File: config.mk
export PLATFORM = sky130hd
export DESIGN_NAME = xlat_walker
export DESIGN_NICKNAME = d
export VERILOG_FILES = /design/src/rtl/xw_pkg.sv /design/src/rtl/xw_base_reg.sv /design/src/rtl/xw_addr_gen.sv /design/src/rtl/xw_walk_fsm.sv /design/src/rtl/xlat_walker.sv
export SDC_FILE = /design/constraint.sdc
export NUM_CORES = 1
export LEC_CHECK = 0
export BUFFER_PORTS_ARGS = -buffer_cell sky130_fd_sc_hd__buf_2
export CAP_MARGIN = 20
export CORE_MARGIN = 5
export CORE_UTILIZATION = 56
export CTS_CLUSTER_DIAMETER = 100
export DETAILED_ROUTE_END_ITERATION = 8
export PLACE_DENSITY_LB_ADDON = 0.1
export SLEW_MARGIN = 20
export SYNTH_ARGS = -nofsm -noshare
export SYNTH_HDL_FRONTEND = slang
export SYNTH_SLANG_ARGS = --single-unit
File: constraint.sdc
create_clock -name clk -period 5.2 [get_ports clk]
set_input_delay 0 -clock clk [delete_from_list [all_inputs] [get_ports clk]]
set_output_delay 0 -clock clk [all_outputs]
set_load 0.05 [all_outputs]
File: src/rtl/xw_pkg.sv
package xw_pkg;
  typedef enum logic [2:0] {
    S_IDLE,
    S_RD_DIR,
    S_WT_DIR,
    S_RD_TBL,
    S_WT_TBL,
    S_DONE
  } walk_st_t;

  localparam logic LVL_DIR = 1'b0;
  localparam logic LVL_TBL = 1'b1;
endpackage

File: src/rtl/xw_base_reg.sv
module xw_base_reg #(
  parameter int AW = 32
) (
  input  logic          clk,
  input  logic          rst_n,
  input  logic          wr,
  input  logic [AW-1:0] wdata,
  output logic [AW-1:0] base_q
);
  always_ff @(posedge clk) begin
    if (!rst_n) base_q <= '0;
    else if (wr) base_q <= wdata;
  end


  base_hold_chk: assert property (@(posedge clk) disable iff (!rst_n)
    !wr |=> $stable(base_q));
endmodule

File: src/rtl/xw_addr_gen.sv
module xw_addr_gen #(
  parameter int AW    = 32,
  parameter int OFF_W = 12,
  parameter int DIR_W = 10
) (
  input  logic          sel_tbl,
  input  logic [AW-1:0] dir_base,
  input  logic [AW-1:0] tbl_base,
  input  logic [AW-1:0] vaddr,
  output logic [AW-1:0] rd_addr
);
  localparam int TBL_W  = AW - OFF_W - DIR_W;
  localparam int IDX_SH = $clog2(AW / 8);

  logic [DIR_W-1:0] dir_idx;
  logic [TBL_W-1:0] tbl_idx;
  logic [AW-1:0]    dir_off;
  logic [AW-1:0]    tbl_off;

  assign dir_idx = vaddr[AW-1 -: DIR_W];
  assign tbl_idx = vaddr[OFF_W +: TBL_W];
  assign dir_off = {{(AW-DIR_W-IDX_SH){1'b0}}, dir_idx, {IDX_SH{1'b0}}};
  assign tbl_off = {{(AW-TBL_W-IDX_SH){1'b0}}, tbl_idx, {IDX_SH{1'b0}}};

  always_comb begin
    if (sel_tbl) rd_addr = tbl_base + tbl_off;
    else         rd_addr = dir_base + dir_off;
  end
endmodule

File: src/rtl/xw_walk_fsm.sv
module xw_walk_fsm
  import xw_pkg::*;
#(
  parameter int AW    = 32,
  parameter int OFF_W = 12
) (
  input  logic          clk,
  input  logic          rst_n,
  input  logic [AW-1:0] base_q,
  input  logic          req_valid,
  output logic          req_ready,
  input  logic [AW-1:0] req_vaddr,
  output logic          mem_req_valid,
  input  logic          mem_req_ready,
  input  logic          mem_rsp_valid,
  input  logic [AW-1:0] mem_rsp_data,
  output logic          sel_tbl,
  output logic [AW-1:0] dir_base,
  output logic [AW-1:0] tbl_base,
  output logic [AW-1:0] vaddr,
  output logic          res_valid,
  input  logic          res_ready,
  output logic [AW-1:0] res_paddr,
  output logic          res_fault,
  output logic          res_fault_lvl
);
  localparam int FRM_W = AW - OFF_W;

  walk_st_t       st;
  logic [AW-1:0]  vaddr_q;
  logic [AW-1:0]  snap_q;
  logic [AW-1:0]  tbase_q;
  logic [AW-1:0]  paddr_q;
  logic           fault_q;
  logic           lvl_q;
  logic           present;
  logic [FRM_W-1:0] frame;

  assign present = mem_rsp_data[0];
  assign frame   = mem_rsp_data[AW-1:OFF_W];

  always_ff @(posedge clk) begin
    if (!rst_n) begin
      st      <= S_IDLE;
      vaddr_q <= '0;
      snap_q  <= '0;
      tbase_q <= '0;
      paddr_q <= '0;
      fault_q <= 1'b0;
      lvl_q   <= LVL_DIR;
    end else begin
      unique case (st)
        S_IDLE: if (req_valid) begin
          vaddr_q <= req_vaddr;
          snap_q  <= base_q;
          st      <= S_RD_DIR;
        end
        S_RD_DIR: if (mem_req_ready) st <= S_WT_DIR;
        S_WT_DIR: if (mem_rsp_valid) begin
          if (!present) begin
            fault_q <= 1'b1;
            lvl_q   <= LVL_DIR;
            paddr_q <= '0;
            st      <= S_DONE;
          end else begin
            tbase_q <= {frame, {OFF_W{1'b0}}};
            st      <= S_RD_TBL;
          end
        end
        S_RD_TBL: if (mem_req_ready) st <= S_WT_TBL;
        S_WT_TBL: if (mem_rsp_valid) begin
          lvl_q <= LVL_TBL;
          st    <= S_DONE;
          if (!present) begin
            fault_q <= 1'b1;
            paddr_q <= '0;
          end else begin
            fault_q <= 1'b0;
            paddr_q <= {frame, vaddr_q[OFF_W-1:0]};
          end
        end
        S_DONE: if (res_ready) st <= S_IDLE;
        default: st <= S_IDLE;
      endcase
    end
  end

  assign req_ready     = (st == S_IDLE);
  assign mem_req_valid = (st == S_RD_DIR) || (st == S_RD_TBL);
  assign sel_tbl       = (st == S_RD_TBL);
  assign res_valid     = (st == S_DONE);
  assign dir_base      = snap_q;
  assign tbl_base      = tbase_q;
  assign vaddr         = vaddr_q;
  assign res_paddr     = paddr_q;
  assign res_fault     = fault_q;
  assign res_fault_lvl = lvl_q;


  res_hold_chk: assert property (@(posedge clk) disable iff (!rst_n)
    res_valid && !res_ready |=> res_valid && $stable(res_paddr) &&
    $stable(res_fault) && $stable(res_fault_lvl) && $stable(vaddr_q));


  one_beat_chk: assert property (@(posedge clk) disable iff (!rst_n)
    mem_req_valid && mem_req_ready |=> !mem_req_valid);


  idle_excl_chk: assert property (@(posedge clk) disable iff (!rst_n)
    req_ready |-> !res_valid && !mem_req_valid);


  snap_hold_chk: assert property (@(posedge clk) disable iff (!rst_n)
    (st != S_IDLE) |=> $stable(snap_q));
endmodule

File: src/rtl/xlat_walker.sv
module xlat_walker #(
  parameter int AW    = 32,
  parameter int OFF_W = 12,
  parameter int DIR_W = 10
) (
  input  logic          clk,
  input  logic          rst_n,
  input  logic          base_wr,
  input  logic [AW-1:0] base_wdata,
  input  logic          req_valid,
  output logic          req_ready,
  input  logic [AW-1:0] req_vaddr,
  output logic          mem_req_valid,
  input  logic          mem_req_ready,
  output logic [AW-1:0] mem_req_addr,
  input  logic          mem_rsp_valid,
  input  logic [AW-1:0] mem_rsp_data,
  output logic          res_valid,
  input  logic          res_ready,
  output logic [AW-1:0] res_paddr,
  output logic          res_fault,
  output logic          res_fault_lvl,
  output logic [AW-1:0] res_vaddr
);
  logic [AW-1:0] base_q;
  logic [AW-1:0] dir_base;
  logic [AW-1:0] tbl_base;
  logic [AW-1:0] vaddr;
  logic          sel_tbl;

  xw_base_reg #(.AW(AW)) u_base (
    .clk(clk), .rst_n(rst_n), .wr(base_wr), .wdata(base_wdata), .base_q(base_q)
  );

  xw_walk_fsm #(.AW(AW), .OFF_W(OFF_W)) u_fsm (
    .clk(clk), .rst_n(rst_n), .base_q(base_q),
    .req_valid(req_valid), .req_ready(req_ready), .req_vaddr(req_vaddr),
    .mem_req_valid(mem_req_valid), .mem_req_ready(mem_req_ready),
    .mem_rsp_valid(mem_rsp_valid), .mem_rsp_data(mem_rsp_data),
    .sel_tbl(sel_tbl), .dir_base(dir_base), .tbl_base(tbl_base), .vaddr(vaddr),
    .res_valid(res_valid), .res_ready(res_ready), .res_paddr(res_paddr),
    .res_fault(res_fault), .res_fault_lvl(res_fault_lvl)
  );

  xw_addr_gen #(.AW(AW), .OFF_W(OFF_W), .DIR_W(DIR_W)) u_addr (
    .sel_tbl(sel_tbl), .dir_base(dir_base), .tbl_base(tbl_base),
    .vaddr(vaddr), .rd_addr(mem_req_addr)
  );

  assign res_vaddr = vaddr;


  offset_pass_chk: assert property (@(posedge clk) disable iff (!rst_n)
    res_valid && !res_fault |-> res_paddr[OFF_W-1:0] == res_vaddr[OFF_W-1:0]);


  memreq_hold_chk: assert property (@(posedge clk) disable iff (!rst_n)
    mem_req_valid && !mem_req_ready |=> mem_req_valid && $stable(mem_req_addr));
endmodule

### Word level (Yosys, flattened, before mapping)

Index checks and enable logic that the tools add are counted.

| storage, ports and cells | value |
|---|---|
| output and inout port bits | 101 |
| bits in registers | 153 |
| word-level logic and storage cells | 52 |
| input bits | 103 |

| cells by class | value |
|---|---|
| equality and inequality tests | 12 |
| multiplexer cells | 23 |
| reduce and logical (&&, ||, !) cells | 7 |
| $add $sub $neg | 2 |

Operators with widths:

| kind | number |
|---|---|
| 2-to-1 mux 32 bit | 5 |
| adder 32 x 12 -> 32 bit | 2 |
| case mux 32 bit (2 select lines) | 1 |
| 2-to-1 mux 3 bit | 7 |
| case mux 3 bit (6 select lines) | 1 |
| inequality test 2 bit (second input constant) | 6 |
| 2-to-1 mux 1 bit | 7 |
| == test 3 x 2 -> 1 bit (second input constant) | 2 |
| == test 3 bit (second input constant) | 2 |
| AND reduction 6 bit | 1 |
| case mux 1 bit (2 select lines) | 2 |
| AND reduction 4 bit | 1 |
| == test 3 x 1 -> 1 bit (second input constant) | 1 |
| logical NOT 3 bit | 1 |
| AND reduction 3 bit | 1 |
| inequality test 2 x 1 -> 1 bit (second input constant) | 1 |
| AND reduction 2 bit | 1 |
| nonzero test 2 bit | 1 |
| logical OR 1 bit | 1 |

### Logic depth before layout (Yosys ltp)

| depth | value |
|---|---|
| word-level depth | 3 |
| mapped depth | 8 |
| gate-level depth less buffers | 8 |

### By module

A second synthesis with hierarchy kept.

| second synthesis, totals | value |
|---|---|
| cells, all modules | 957 |
| area, all modules | 8189.1 um2 |

By module, submodules not included:

| module | instances | cells each | sequential area each (um2) | area an instance (um2) |
|---|---|---|---|---|
| xw_walk_fsm | 1 | 533 | 2422.3 | 4732.0 |
| xw_addr_gen | 1 | 321 | 0.0 | 2213.4 |
| xw_base_reg | 1 | 103 | 640.6 | 1243.7 |

### Worst setup path before layout

Ideal clock, no wire load.

| timing path | value |
|---|---|
| path kind | register -> output |
| start point | reg u_fsm.vaddr_q[22] (netlist: u_fsm.vaddr[22]) |
| end point | out mem_req_addr[20] |
| path slack | 1778 ps |
| buffers on the path | 0 |
| arrival time | 3422 ps |
| cell stages (with the launch flop) | 9 |
| data required time | 5200 ps |
| cells stage by stage | dfxtp_1 > ha_1 > fa_1 > a211o_1 > a211o_1 > a21oi_2 > nor3_1 > xnor2_1 > o21ai_0 |

| on the way | value |
|---|---|
| longest elaborated chain between the ends | 2 |

Ends and longest elaborated chain:

| item | RTL line | text |
|---|---|---|
| start, declared | xw_walk_fsm.sv:30 | `logic [AW-1:0] vaddr_q;` |
| start signal, assigned | xw_walk_fsm.sv:54 | `vaddr_q <= req_vaddr;` |
| adder 32 x 12 -> 32 bit | xw_addr_gen.sv:27 | `else rd_addr = dir_base + dir_off;` |
| 2-to-1 mux 32 bit | xw_addr_gen.sv:26 | `if (sel_tbl) rd_addr = tbl_base + tbl_off;` |
| end, declared | xlat_walker.sv:15 | `output logic [AW-1:0] mem_req_addr,` |

No other way between the ends.

### Worst setup path in the final report

| timing path | value |
|---|---|
| start point | reg u_fsm.vaddr_q[22] (netlist: u_fsm.vaddr[22]) |
| end point | out mem_req_addr[28] |

Same word-level chain as after synthesis.

==> results.yml <==
timing:
  finalSetupViolCount: 0
  rsz0062_at_grt: "false"
  max_slew_margin: 0.327
  min_period_ns: 3.38
  fmax_mhz: 296
  clock-skew-final_ns: 0.00612
  finalMaxSlewViolations: 0
  setup_tns_ns: 0
  tightest_slew_ns: 1.01
  finalCritPeriodShare: 0.650
  hold_viol: 0
yosys:
  yosys-top-cells-count: "209 x nand2_1, 153 x dfxtp_1, 86 x a21boi_0, 66 x nor2b_1, 38 x clkbuf_1"
  yosysTopAreaCell: "dfxtp_1"
  synth.lib_cells_used.distinct: 43
  synthFlopType: "dfxtp_1"
  yosysSeqAreaShare: 0.447
  yosys.area.top_type_share: 0.447
  synth-edff-count: 0
  yosys_warnings: 0
  synth-seq-cells: 153
  syn_area_per_cell_sq_um: 8.48
  synthCells: 809
  ys_async_sr_fraction: 0
  synth_area_leaders: "dfxtp_1 45%, nand2_1 11%, a21boi_0 9.4%"
  synth.most_common_cell: "nand2_1"
  synth_area_sq_um: 6860
  syn-num-nets: 923
final_layout:
  area_growth_pct: 39.8
  design_area_sq_um: 9590
  nNetsFinal: 1202
  drive_gt1_frac: 0.221
  diodes: 0
floorplanning:
  fp.dieW_um: 121
  dieArea_sq_um: 14600
  start_util: 0.571
  rows: 40
  die_height_um: 121
  core_sq_um: 12000
  ios: 204
critical_path:
  crit_path_start_kind: "flip-flop"
  slowest_stage: "a21oi_2"
  critPathMaxFanout: 10
  crit_type: "flip-flop to output pin"
  path_cells: "ha_1 > fa_1 > a211o_1 > a211o_1 > a21oi_2 > nor4_1 > xnor2_1 > o21ai_0 > buf_2"
  max_stage_delay_ns: 0.48
  worst_ep_required_time_ns: 5.20
  cp_data_arrival_time_ns: 3.38
  endpoint_kind: "output pin"
  crit_top_cell: "a211o_1"
grt:
  groute.usage.overall: 0.282
  grt_antenna_before_repair: 0
  grt_pass1_wl_um: 33100
  grt_overflow: 0
  grt_max_degree: 115
  grt_pass1_vias: 6971
cts:
  clockRootBuffer: "clkbuf_16"
  cts_sinks: 153
  clkLatencyLatePin_ns: 0.43
  clock_path_buffers: 2
  cts_tree: "built"
  cts_buffers: 17
  cts_max_level: 4
  ctsResizeCount: 0
  clk_pin_slew_worst_paths_ns: 0.06
detailed_routing:
  drt_iter0_drc: 422
  antenna_left: 0
  firstDrtPassIters: 5
  wirelength_um: 20300
  via_per_inst: 5.37
  drc: 0
  wl_per_cell_um: 16.2
  vias: 6706
worst_hold_path:
  hp-class: "input port to flip-flop"
power_and_ir_drop:
  vdd_drop_max_v: 0.000275
  p_leak_nw: 4.08
  powerDensity_nw_per_um2: 317
run_status:
  status: "finished, final reports clean"
placement:
  place_area_sq_um: 7850
  gp_congestion: 0.875
  post-dp-hpwl_um: 12700
  io_buffers: 192
flow_run:
  maxCapViolations: 0
-- routing by layer --
layer | vias to the layer above | share of wire | routed length [um] | track usage
met5 | - | 0 | 0 | 0
met4 | 0 | 0.026 | 532 | 0.106
met3 | 44 | 0.065 | 1320 | 0.0819
met2 | 234 | 0.50 | 10200 | 0.499
met1 | 3160 | 0.40 | 8190 | 0.320
li1 | 3268 | - | - | -
-- worst max-delay path, delay by kind of cell, from the launching register on --
kind / cells / cell delay, ns
AOI/OAI and AO/OA: 4 / 1.33
adders and majority gates: 2 / 0.68
DFF: 1 / 0.33
buffers and inverters: 1 / 0.31
xor gates and xnor gates: 1 / 0.17
and+or+nand+nor: 1 / 0.13
-- cells in the final DEF, fill, tap and decap left out, types with 2 or more instances in the layout --
cell           count
nand4_4            2
inv_1              8
clkbuf_16         17
nor3_1             5
nand2b_1           2
a21boi_0          86
clkbuf_1           2
and2_1             3
buf_4              7
a21oi_1           24
a211o_1            2
xnor2_1           21
o21ai_0           27
xor2_1             7
o21a_1             2
a22oi_1           33
nor2b_1           66
bufinv_16          3
buf_2            191
ha_1              10
a31oi_1            2
nand2_1          207
clkinv_2           4
nand4_1            2
mux2i_1           32
a211oi_1           4
nor2_2             2
clkinvlp_4         4
dfxtp_1          153
nor3b_1            4
nor2_1            27
nand3_1            7
nand2_2            2
dlygate4sd3_1    114
-- worst paths after layout --
path                         start                  end  slack [ns]  cells past startpoint
setup / recovery   u_fsm.vaddr[22]     mem_req_addr[28]        1.82                      9
hold / removal     mem_rsp_data[0]  u_fsm.res_fault_lvl        0.04                      4
setup reg to reg       u_fsm.st[0]      u_fsm.vaddr[31]        2.39                      6
hold reg to reg   u_base.base_q[0]    u_fsm.dir_base[0]        0.47                      2
-- power by group --
group	total, W	leakage [nW]	switching [W]	internal [W]
Sequential	0.00126	1.25	0.0000415	0.00122
Combinational	0.000518	2.55	0.000326	0.000191
Clock	0.00126	0.282	0.000494	0.000764
-- final cells by class --
class                   instances  area [sq um]
clock inverters                12           149
well taps                     147           184
flip-flops and latches        153          3060
clock buffers                  20           447
fillers                       802          2420
inverters                       8          30.0
repair buffers                312          2150
multi-input cells             596          3570
-- registers in the layout (all words and copies together), names as in the netlist --
name                 count
u_fsm.vaddr             32
u_fsm.res_fault          1
u_fsm.dir_base          32
u_fsm.st                 3
u_fsm.tbl_base          20
u_base.base_q           32
u_fsm.res_fault_lvl      1
u_fsm.res_paddr         32
-- stage by stage --
| stage | power (W) | util | std cells | setup WS (ns) | hold WS [ns] |
|---|---|---|---|---|---|
| global placement | 0.00171 | 0.654 | 1102 | 2.37 | 0.252 |
| global route | 0.00314 | 0.798 | 1248 | 1.65 | 0.0682 |
| CTS | 0.00303 | 0.798 | 1248 | 1.81 | 0.0332 |
| finish | 0.00304 | 0.798 | 1248 | 1.82 | 0.0378 |
| floorplan | 0.00160 | - | 809 | 1.78 | 0.145 |
| detailed placement | 0.00172 | 0.654 | 1102 | 2.31 | 0.258 |
-- kinds of logic after synthesis --
| kind of cell | synth area share |
|---|---|
| and+or+nand+nor | 0.224 |
| AOI/OAI and AO/OA | 0.189 |
| DFF | 0.447 |
| buffers and inverters | 0.0350 |
| muxes | 0.0483 |
| xor gates and xnor gates | 0.0358 |
| adders and majority gates | 0.0212 |
-- timing repair --
| item | 4_1_cts | 5_1_grt |
|---|---|---|
| hold buffers | 114 | 0 |
| hold endpoints to repair | 115 | 0 |
| buffers inserted | 0 | 0 |
(Power assumes the default switching activity.)
